===== src/rtl/acc_pkg.sv =====
package acc_pkg;
  typedef enum logic [3:0] {
    OP_LOAD = 4'd0,
    OP_ADD  = 4'd1,
    OP_SUB  = 4'd2,
    OP_AND  = 4'd3,
    OP_CMP  = 4'd4,
    OP_LSR  = 4'd5,
    OP_LSL  = 4'd6,
    OP_ASR  = 4'd7,
    OP_ASRD = 4'd8,
    OP_LSLD = 4'd9,
    OP_MUL  = 4'd10,
    OP_INP  = 4'd11,
    OP_OUT  = 4'd12
  } acc_op_e;

  typedef struct packed {
    logic lt;
    logic eq;
    logic nc;
    logic a0;
  } acc_flags_t;
endpackage


===== src/rtl/acc_alu.sv =====
module acc_alu
  import acc_pkg::*;
#(
  parameter int W = 12
) (
  input  acc_op_e    op_i,
  input  logic [W-1:0] a_i,
  input  logic [W-1:0] b_i,
  input  logic       sel_b_i,
  input  logic [W-1:0] opd_i,
  input  logic       in_bit_i,
  output logic [W-1:0] a_o,
  output logic [W-1:0] b_o,
  output acc_flags_t flags_o,
  output logic       msb_o
);
  logic [W-1:0] acc, res;
  logic [W:0]   add_s, sub_s, mul_s;
  logic         pair_op;

  assign acc   = sel_b_i ? b_i : a_i;
  assign add_s = {1'b0, acc} + {1'b0, opd_i};
  assign sub_s = {1'b0, acc} + {1'b0, ~opd_i} + {{W{1'b0}}, 1'b1};
  assign mul_s = {1'b0, b_i} + (a_i[0] ? {1'b0, opd_i} : {(W+1){1'b0}});

  always_comb begin
    res     = acc;
    a_o     = a_i;
    b_o     = b_i;
    pair_op = 1'b0;
    unique case (op_i)
      OP_LOAD: res = opd_i;
      OP_ADD:  res = add_s[W-1:0];
      OP_SUB:  res = sub_s[W-1:0];
      OP_AND:  res = acc & opd_i;
      OP_LSR:  res = {sel_b_i & acc[W-1], acc[W-1:1]};
      OP_LSL:  res = {acc[W-2:0], 1'b0};
      OP_ASR:  res = {acc[W-1], acc[W-1:1]};
      OP_INP:  res = {{(W-1){1'b0}}, in_bit_i};
      OP_ASRD: begin
        pair_op = 1'b1;
        b_o = {b_i[W-1], b_i[W-1:1]};
        a_o = {b_i[0], a_i[W-1:1]};
      end
      OP_LSLD: begin
        pair_op = 1'b1;
        b_o = {b_i[W-2:0], 1'b0};
        a_o = {a_i[W-2:0], 1'b0};
      end
      OP_MUL: begin
        pair_op = 1'b1;
        b_o = mul_s[W:1];
        a_o = {mul_s[0], a_i[W-1:1]};
      end
      default: res = acc;
    endcase
    if (!pair_op) begin
      if (sel_b_i) b_o = res;
      else         a_o = res;
    end
  end

  assign msb_o      = sel_b_i ? b_o[W-1] : a_o[W-1];
  assign flags_o.lt = opd_i < acc;
  assign flags_o.eq = opd_i == acc;
  assign flags_o.nc = (op_i == OP_ADD) ? ~add_s[W] : ~sub_s[W];
  assign flags_o.a0 = a_i[0];
endmodule


===== src/rtl/acc_sign_delay.sv =====
module acc_sign_delay (
  input  logic clk_i,
  input  logic rst_ni,
  input  logic adv_i,
  input  logic msb_i,
  output logic mi_o
);
  logic stage_q;

  always_ff @(posedge clk_i or negedge rst_ni) begin
    if (!rst_ni) begin
      stage_q <= 1'b0;
      mi_o    <= 1'b0;
    end else if (adv_i) begin
      stage_q <= msb_i;
      mi_o    <= stage_q;
    end
  end

  assert_mi_hold_R6: assert property (@(posedge clk_i) disable iff (!rst_ni)
    !adv_i |=> $stable(mi_o));
endmodule


===== src/rtl/acc_pair_unit.sv =====
module acc_pair_unit
  import acc_pkg::*;
#(
  parameter int W       = 12,
  parameter int NUM_IN  = 16,
  parameter int NUM_OUT = 8
) (
  input  logic               clk_i,
  input  logic               rst_ni,
  input  logic               exec_i,
  input  logic               sel_b_i,
  input  logic [3:0]         op_i,
  input  logic [W-1:0]       operand_i,
  input  logic [NUM_IN-1:0]  in_lines_i,
  output logic [W-1:0]       acc_a_o,
  output logic [W-1:0]       acc_b_o,
  output logic               lt_o,
  output logic               eq_o,
  output logic               nc_o,
  output logic               a0_o,
  output logic               mi_o,
  output logic [NUM_OUT-1:0] out_lines_o
);
  localparam int IN_IDX_W  = $clog2(NUM_IN);
  localparam int OUT_IDX_W = $clog2(NUM_OUT);

  acc_op_e    op;
  logic [W-1:0] a_q, b_q, a_nx, b_nx;
  logic       use_b_q;
  acc_flags_t flags_q, flags_nx;
  logic       msb_nx, in_bit, acc_bit0;
  logic [OUT_IDX_W-1:0] out_idx;

  assign op       = acc_op_e'(op_i);
  assign in_bit   = in_lines_i[operand_i[IN_IDX_W-1:0]];
  assign out_idx  = operand_i[OUT_IDX_W-1:0];
  assign acc_bit0 = use_b_q ? b_q[0] : a_q[0];

  acc_alu #(.W(W)) u_alu (
    .op_i    (op),
    .a_i     (a_q),
    .b_i     (b_q),
    .sel_b_i (use_b_q),
    .opd_i   (operand_i),
    .in_bit_i(in_bit),
    .a_o     (a_nx),
    .b_o     (b_nx),
    .flags_o (flags_nx),
    .msb_o   (msb_nx)
  );

  always_ff @(posedge clk_i or negedge rst_ni) begin
    if (!rst_ni) begin
      a_q     <= '0;
      b_q     <= '0;
      flags_q <= '0;
    end else if (exec_i) begin
      a_q     <= a_nx;
      b_q     <= b_nx;
      flags_q <= flags_nx;
    end
  end

  // select strobe wins over the clear caused by an execute in the same cycle
  always_ff @(posedge clk_i or negedge rst_ni) begin
    if (!rst_ni)      use_b_q <= 1'b0;
    else if (sel_b_i) use_b_q <= 1'b1;
    else if (exec_i)  use_b_q <= 1'b0;
  end

  acc_sign_delay u_sign (
    .clk_i (clk_i),
    .rst_ni(rst_ni),
    .adv_i (exec_i),
    .msb_i (msb_nx),
    .mi_o  (mi_o)
  );

  for (genvar g = 0; g < NUM_OUT; g++) begin : g_out
    logic line_q;
    always_ff @(posedge clk_i or negedge rst_ni) begin
      if (!rst_ni) line_q <= 1'b0;
      else if (exec_i && op == OP_OUT && out_idx == OUT_IDX_W'(g)) line_q <= ~acc_bit0;
    end
    assign out_lines_o[g] = line_q;
  end

  assign acc_a_o = a_q;
  assign acc_b_o = b_q;
  assign lt_o    = flags_q.lt;
  assign eq_o    = flags_q.eq;
  assign nc_o    = flags_q.nc;
  assign a0_o    = flags_q.a0;

  assert_one_shot_R1: assert property (@(posedge clk_i) disable iff (!rst_ni)
    (exec_i && use_b_q && !sel_b_i && op == OP_LOAD) |=>
      (acc_b_o == $past(operand_i) && acc_a_o == $past(acc_a_o) && !use_b_q));

  assert_sub_wrap_R3: assert property (@(posedge clk_i) disable iff (!rst_ni)
    (exec_i && !use_b_q && op == OP_SUB) |=>
      (acc_a_o == $past(acc_a_o - operand_i) && nc_o == ($past(acc_a_o) < $past(operand_i))));

  assert_cmp_keep_R4: assert property (@(posedge clk_i) disable iff (!rst_ni)
    (exec_i && op == OP_CMP) |=>
      ($stable(acc_a_o) && $stable(acc_b_o) &&
       eq_o == ($past(operand_i) == $past(use_b_q ? acc_b_o : acc_a_o))));

  assert_a0_prior_R5: assert property (@(posedge clk_i) disable iff (!rst_ni)
    exec_i |=> a0_o == $past(acc_a_o[0]));

  assert_out_inv_R11: assert property (@(posedge clk_i) disable iff (!rst_ni)
    (exec_i && op == OP_OUT) |=>
      out_lines_o[$past(out_idx)] == !$past(use_b_q ? acc_b_o[0] : acc_a_o[0]));
endmodule


===== config.mk =====
export PLATFORM = sky130hd
export DESIGN_NAME = acc_pair_unit
export DESIGN_NICKNAME = d
export VERILOG_FILES = /design/src/rtl/acc_pkg.sv /design/src/rtl/acc_alu.sv /design/src/rtl/acc_sign_delay.sv /design/src/rtl/acc_pair_unit.sv
export SDC_FILE = /design/constraint.sdc
export NUM_CORES = 1
export LEC_CHECK = 0
export BUFFER_PORTS_ARGS = -buffer_cell sky130_fd_sc_hd__buf_2
export CORE_MARGIN = 5
export CORE_UTILIZATION = 40
export DETAILED_ROUTE_END_ITERATION = 12
export GPL_ROUTABILITY_DRIVEN = 0
export PLACE_DENSITY_LB_ADDON = 0.3
export SLEW_MARGIN = 20
export SYNTH_ARGS = -nofsm -noshare
export SYNTH_HDL_FRONTEND = slang
export SYNTH_HIERARCHICAL = 1
export SYNTH_SLANG_ARGS = --single-unit

===== constraint.sdc =====
create_clock -name clk_i -period 3.8 [get_ports clk_i]
set_clock_uncertainty 0.05 [all_clocks]
set_input_delay 0.38 -clock clk_i [delete_from_list [all_inputs] [get_ports clk_i]]
set_output_delay 0.38 -clock clk_i [all_outputs]
set_load 0.1 [all_outputs]

; ---- Yosys cells after proc, flatten, opt, wreduce, memory -nomap -nowiden
; Cells that the tools add are included.
[word_totals]
mem_bits_rw = 0
word_cells = 78
inputBits = 36
latch_bits = 0
register_bits = 39
rom_bits = 0
memories = 0
[classes]
n_mux = 17
n_bitwise = 6
eq_ne = 19
n_addsub = 4
n_reduce_logical = 13
mul = 0
n_shift = 0
n_lt_le_gt_ge = 2
div = 0
[ops]
columns = op, count
row1 = 12-bit one-hot mux with 8 select lines, 1
row2 = 12-bit two-way mux, 6
row3 = 12-bit one-hot mux with 3 select lines, 2
row4 = 12-bit by 12-bit adder with 13-bit output, 2
row5 = "4-bit == test, second input constant", 5
row6 = 12-bit by 13-bit adder with 13-bit output, 1
row7 = "13-bit by 1-bit adder with 13-bit output, second input constant", 1
row8 = 12-bit bitwise AND, 1
row9 = 12-bit == test, 1
row10 = "3-bit == test, second input constant", 4
row11 = "4-bit by 3-bit == test with 1-bit output, second input constant", 3
row12 = 12-bit < comparator, 1
row13 = 12-bit NOT, 1
row14 = 1-bit logical AND, 9
row15 = "4-bit by 2-bit == test with 1-bit output, second input constant", 2
row16 = 1-bit two-way mux, 7
row17 = "3-bit by 2-bit == test with 1-bit output, second input constant", 2
row18 = "4-bit by 5-bit < comparator with 1-bit output, second input constant", 1
row19 = 1-bit binary-select mux with 4-bit select, 1
row20 = "4-bit by 1-bit == test with 1-bit output, second input constant", 1
row21 = 4-bit zero test, 1
row22 = "3-bit by 1-bit == test with 1-bit output, second input constant", 1
row23 = 3-bit zero test, 1
row24 = 1-bit NOT, 3
row25 = other kinds (3), 3

; ---- Depth between registers and ports, before layout
[logic_depth]
ltp_word = 7
depth_mapped = 14
depth_no_buf = 13

; ---- By module
; The synthesis kept the hierarchy.
[by_module_without_submodules]
columns = mod, cells_each, n_inst, area_each_um2
row1 = acc_alu, 553, 1, 3821.2
row2 = acc_pair_unit, 117, 1, 1694.1
row3 = acc_sign_delay, 4, 1, 72.6

; ---- Worst setup path before layout
; No wires, ideal clock.
[synth_timing]
kind = register to register
start = reg a_q[0], in the netlist acc_a_o[0]
end = reg b_q[6], in the netlist acc_b_o[6]
path_slack_ps = 191
stages_incl_launch_ff = 14
path_buffers = 0
arrival_ps = 3489
cell_sequence = dfrtp_1 -> mux2_2 -> inv_1 -> ha_1 -> inv_1 -> fa_1 -> a211oi_1 -> nor2_1 -> a211o_1 -> or3_1 -> a31oi_1 -> o21ai_1 -> a32oi_1 -> mux2_2
[synth_via]
elab_chain_cells = 6
elab_cells_between_ends = 10
classes_between = add/sub (4) / mux (6)
[synth_lines]
columns = item, line
row1 = start: declaration, acc_pair_unit.sv:28  ; logic [W-1:0] a_q, b_q, a_nx, b_nx;
row2 = start signal: assignment, acc_pair_unit.sv:58  ; a_q <= a_nx;
row3 = 12-bit two-way mux, acc_alu.sv:21  ; assign acc = sel_b_i ? b_i : a_i;
row4 = 12-bit by 12-bit adder with 13-bit output, acc_alu.sv:23  ; assign sub_s = {1'b0, acc} + {1'b0, ~opd_i} + {{W{1'b0}}, 1'b1};
row5 = 13-bit by 1-bit adder with 13-bit output, acc_alu.sv:23
row6 = 12-bit one-hot mux with 8 select lines, acc_alu.sv:31  ; unique case (op_i)
row7 = 12-bit two-way mux, acc_alu.sv:58  ; if (sel_b_i) b_o = res;
row8 = 12-bit two-way mux *, acc_alu.sv:57  ; if (!pair_op) begin
row9 = via b_nx[6], acc_pair_unit.sv:28
row10 = end signal: assignment, acc_pair_unit.sv:59  ; b_q <= b_nx;
row11 = end: declaration, acc_pair_unit.sv:28
; The timed path passes the listed nets; every way through them passes the cells marked *.
; A chain may end at the register's enable or synchronous reset.

; ---- Final worst setup path
[layout_timing]
start = reg use_b_q
end = reg a_q[7], in the netlist acc_a_o[7]
[layout_via]
elab_chain_cells = 6
elab_cells_between_ends = 8
classes_between = add/sub (3) / mux (4) / bitwise (1)
[layout_lines]
columns = item, line
row1 = start: declaration, acc_pair_unit.sv:29  ; logic use_b_q;
row2 = start signal: assignment, acc_pair_unit.sv:66  ; if (!rst_ni) use_b_q <= 1'b0;
row3 = start signal: assignment, acc_pair_unit.sv:67  ; else if (sel_b_i) use_b_q <= 1'b1;
row4 = start signal: assignment, acc_pair_unit.sv:68  ; else if (exec_i) use_b_q <= 1'b0;
row5 = 12-bit two-way mux, acc_alu.sv:21
row6 = 12-bit by 12-bit adder with 13-bit output, acc_alu.sv:23
row7 = 13-bit by 1-bit adder with 13-bit output, acc_alu.sv:23
row8 = 12-bit one-hot mux with 8 select lines, acc_alu.sv:31
row9 = 12-bit two-way mux *, acc_alu.sv:58
row10 = 12-bit two-way mux *, acc_alu.sv:57
row11 = via a_nx[7], acc_pair_unit.sv:28
; Marks and branches as above.

==> impl_metrics.ini <==
[drt]
viasPerCell = 6.26
vias = 5694
first_pass_iters = 7
ant_nets = 0
routed_wl_mm = 18.5
drt_iter0_drc = 615
drc = 0
wire_per_inst_um = 20.4

[critical_path]
critical_path_required_ps = 3930
cp_max_fo = 28
crit_arrival_ps = 3790
cp_slowest_stage_delay_ps = 580
worstSetupPathType = reg -> reg
r2r-start = use_b_q
cp-end-kind = flip-flop
worst_path_max_delay_cell = nor4_1
startpoint = use_b_q
rr_worst_depth = 11
start_kind = flip-flop
crit_chain = buf_12 -> mux2i_1 -> ha_1 -> buf_4 -> a221o_1 -> a2bb2oi_1 -> nor4_1 -> nor4_1 -> a31oi_1 -> a221o_1 -> mux2_2

[logic_synthesis]
avgSynthCellArea_um2 = 8.29
syn_inst = 674
synth_fa_ha_area_share_pct = 12.9
seq_area_frac_synth_pct = 17.5
yosysUniqueCellTypes = 73
synth_edf_count = 0
synth_top_family_by_area = compound AO/OA/AOI/OAI gates
ys.flop_type = dfrtp_1
syn-num-nets = 766
yosys.area_share.simple_pct = 19.1
synth-xor-area-share_pct = 2.51
synth_compound_area_share_pct = 24.7
muxShareOfSynthArea_pct = 15.3
ys.warnings.count = 6
synth-seq-cells = 39
netlist_area_mm2 = 0.00559
async_reset_ff_share_pct = 100

[power_and_ir_drop]
switching_share_pct = 60.0
pwr_density_cell_mw_per_mm2 = 767
p_leak_nw = 2.86
pwr-share-seq_pct = 16.2
ir_worst_vdd_v = 0.000585
p_int_mw = 1.93
power_frac_comb_pct = 75.1
finalPower_mw = 4.81
clock_power_share_pct = 8.7
power.switching_mw = 2.89

[placement]
dpl_cell_area_mm2 = 0.00612
pre_cts_slack_ps = 174
port_buffers = 72
dp_hpwl_mm = 14.2
placedCellCount = 901

[global_routing]
track_usage_pct = 21.9
grt_pass1_vias = 5412
grt_overflow = 0
grt_pass1_wl_mm = 29.1
grt_start_max_net_pins = 40
antenna_found_initial = 0

[timing]
finalSetupViolCount = 0
post-route-period-util_pct = 96.2
timing.final.ws_setup_ps = 143
drv_slew = 0
slew_headroom_pct = 38.0
rsz0062_at_grt = false
hold_viol = 0
holdWs_ps = 171
finalSetupTns_ps = 0
worst_pin_slew_ps = 921
clock.fmax_ghz = 0.273
period_needed_ps = 3660

[floorplan]
initial_utilization_pct = 40.6
chipWidth_um = 128
io_pins = 73
die_area_mm2 = 0.0164
rows = 43
core_mm2 = 0.0138
die_h_um = 128

[status]
status = finished clean

[final_layout]
drive_above_1_share_pct = 22.8
final_net_count = 820
final_util_pct = 45.5
final-instance-count-excl-fill = 909
nFillCells = 1423
design_area_mm2 = 0.00627
diodes = 0
area_delta_synth_final_pct = 12.2

[clocking]
h-tree-depth = 2
cts.sinks = 39
numCtsBuffers = 5
cts_tree = done
insertion_delay_ps = 290
cts_buffer_depth = 2
post-cts-setup-buffers = 0
clkTransAtPathRegs_ps = 60
cts-root-buf = clkbuf_16

[job]
max_cap_viol_count = 0

[min_path]
min_path_type = in -> async
[final timing paths]
| path | to | slack, ps |
|---|---|---|
| setup reg to reg | acc_a_o[7] | 140 |
| hold reg to reg | g_out[1].line_q | 440 |
| min in group clk_i | use_b_q | 240 |
| hold / removal | acc_a_o[10] | 170 |
| setup / recovery | acc_a_o[7] | 140 |
| max in group asynchronous | g_out[3].line_q | 2950 |
[power by group through the flow]
stage | sequential (mW) | clock (mW) | combinational [mW]
after floorplan | 1.67 | 0 | 1.83
after global placement | 0.777 | 0 | 3.50
after detailed placement | 0.777 | 0 | 3.54
after CTS | 0.773 | 0.425 | 3.56
after global routing | 0.801 | 0.443 | 3.84
final | 0.782 | 0.419 | 3.61
[cell families after synthesis]
logic type,after synthesis
simple gates,195
buf+inv,97
xor+xnor,16
flops,39
compound gates,197
mux,74
fa+ha+maj,56
[worst max-delay path, delay by kind of cell (launching register included)]
| family | cells | cell delay, ps |
|---|---|---|
| adders and majority gates | 1 | 360 |
| muxes | 2 | 580 |
| buffers and inverters | 2 | 410 |
| AOI/OAI and AO/OA | 4 | 1020 |
| and+or+nand+nor | 2 | 670 |
| DFF | 1 | 450 |
[layout make-up]
class / count / area, um^2 / area share, %
multi-input cells: 538 / 4180 / 66.6
flip-flops and latches: 39 / 976 / 15.6
repair buffers: 101 / 591 / 9.42
well taps: 180 / 225 / 3.59
inverters: 43 / 161 / 2.57
clock buffers: 6 / 129 / 2.06
clock inverters: 2 / 12.5 / 0.200
[synthesized netlist by cell type, types with 4 or more instances]
cell	number	share of area (%)
a211oi_1	8	1.1
a21o_1	13	1.7
a21oi_1	42	3.8
a221o_1	6	1.1
a221oi_1	6	0.94
a22oi_1	17	2.3
a31oi_1	8	0.90
a32oi_1	9	1.4
and2_1	16	1.8
buf_2	18	1.6
buf_4	10	1.3
clkbuf_1	20	1.3
dfrtp_1	39	17
ha_1	53	12
inv_1	43	2.9
mux2_1	8	1.6
mux2_2	46	9.3
mux2i_1	17	3.0
nand2_1	37	2.5
nand2b_1	11	1.2
nand3_1	10	0.90
nand4_1	9	1.0
nand4b_1	6	0.94
nor2_1	40	2.7
nor2b_1	13	1.5
nor3_1	17	1.5
nor4_1	7	0.78
o211ai_1	7	0.94
o21a_1	9	1.2
o21ai_0	23	2.1
o221ai_1	4	0.63
o22ai_1	10	1.1
or3_1	7	0.78
xnor2_1	7	1.1
xor2_1	9	1.4
[metal layers]
| metal | global-route usage, % | share of wire [%] | vias to the layer above |
|---|---|---|---|
| li1 | - | - | 2629 |
| met1 | 29.8 | 42 | 2739 |
| met2 | 34.5 | 47 | 286 |
| met3 | 4.54 | 9.1 | 40 |
| met4 | 7.49 | 2.3 | 0 |
| met5 | 0 | 0 | - |
[state kept, by name, indices dropped and copies added (netlist names)]
signal	cells
acc_a_o	12
acc_b_o	12
g_out.line_q	8
a0_o	1
eq_o	1
lt_o	1
nc_o	1
u_sign/mi_o	1
u_sign/stage_q	1
use_b_q	1
[repair_timing]
item / CTS / global route
hold buffers: 0 / 0
setup endpoints to repair: 0 / 4
resized for setup: 0 / 2
endpoints found under the hold margin: 0 / 0
[layout by cell type, fill, tap and decap left out, types with 7 or more instances in the layout]
cell | netlist | layout
o21a_1 | 9 | 9
nor3_1 | 17 | 17
xnor2_1 | 7 | 7
nand2b_1 | 11 | 11
nor4_1 | 7 | 7
nor2b_1 | 13 | 13
o21ai_0 | 23 | 23
xor2_1 | 9 | 9
mux2i_1 | 17 | 17
nand2_1 | 37 | 37
inv_1 | 43 | 43
o22ai_1 | 10 | 10
a211oi_1 | 8 | 7
a22oi_1 | 17 | 17
mux2_1 | 8 | 8
ha_1 | 53 | 53
and2_1 | 16 | 16
buf_4 | 10 | 28
a31oi_1 | 8 | 8
nand4_1 | 9 | 9
a21o_1 | 13 | 13
nand3_1 | 10 | 10
dfrtp_1 | 39 | 39
buf_2 | 18 | 72
o211ai_1 | 7 | 7
nor2_1 | 40 | 40
or3_1 | 7 | 7
a21oi_1 | 42 | 42
a32oi_1 | 9 | 9
mux2_2 | 46 | 46
(Power assumes the default switching activity.)
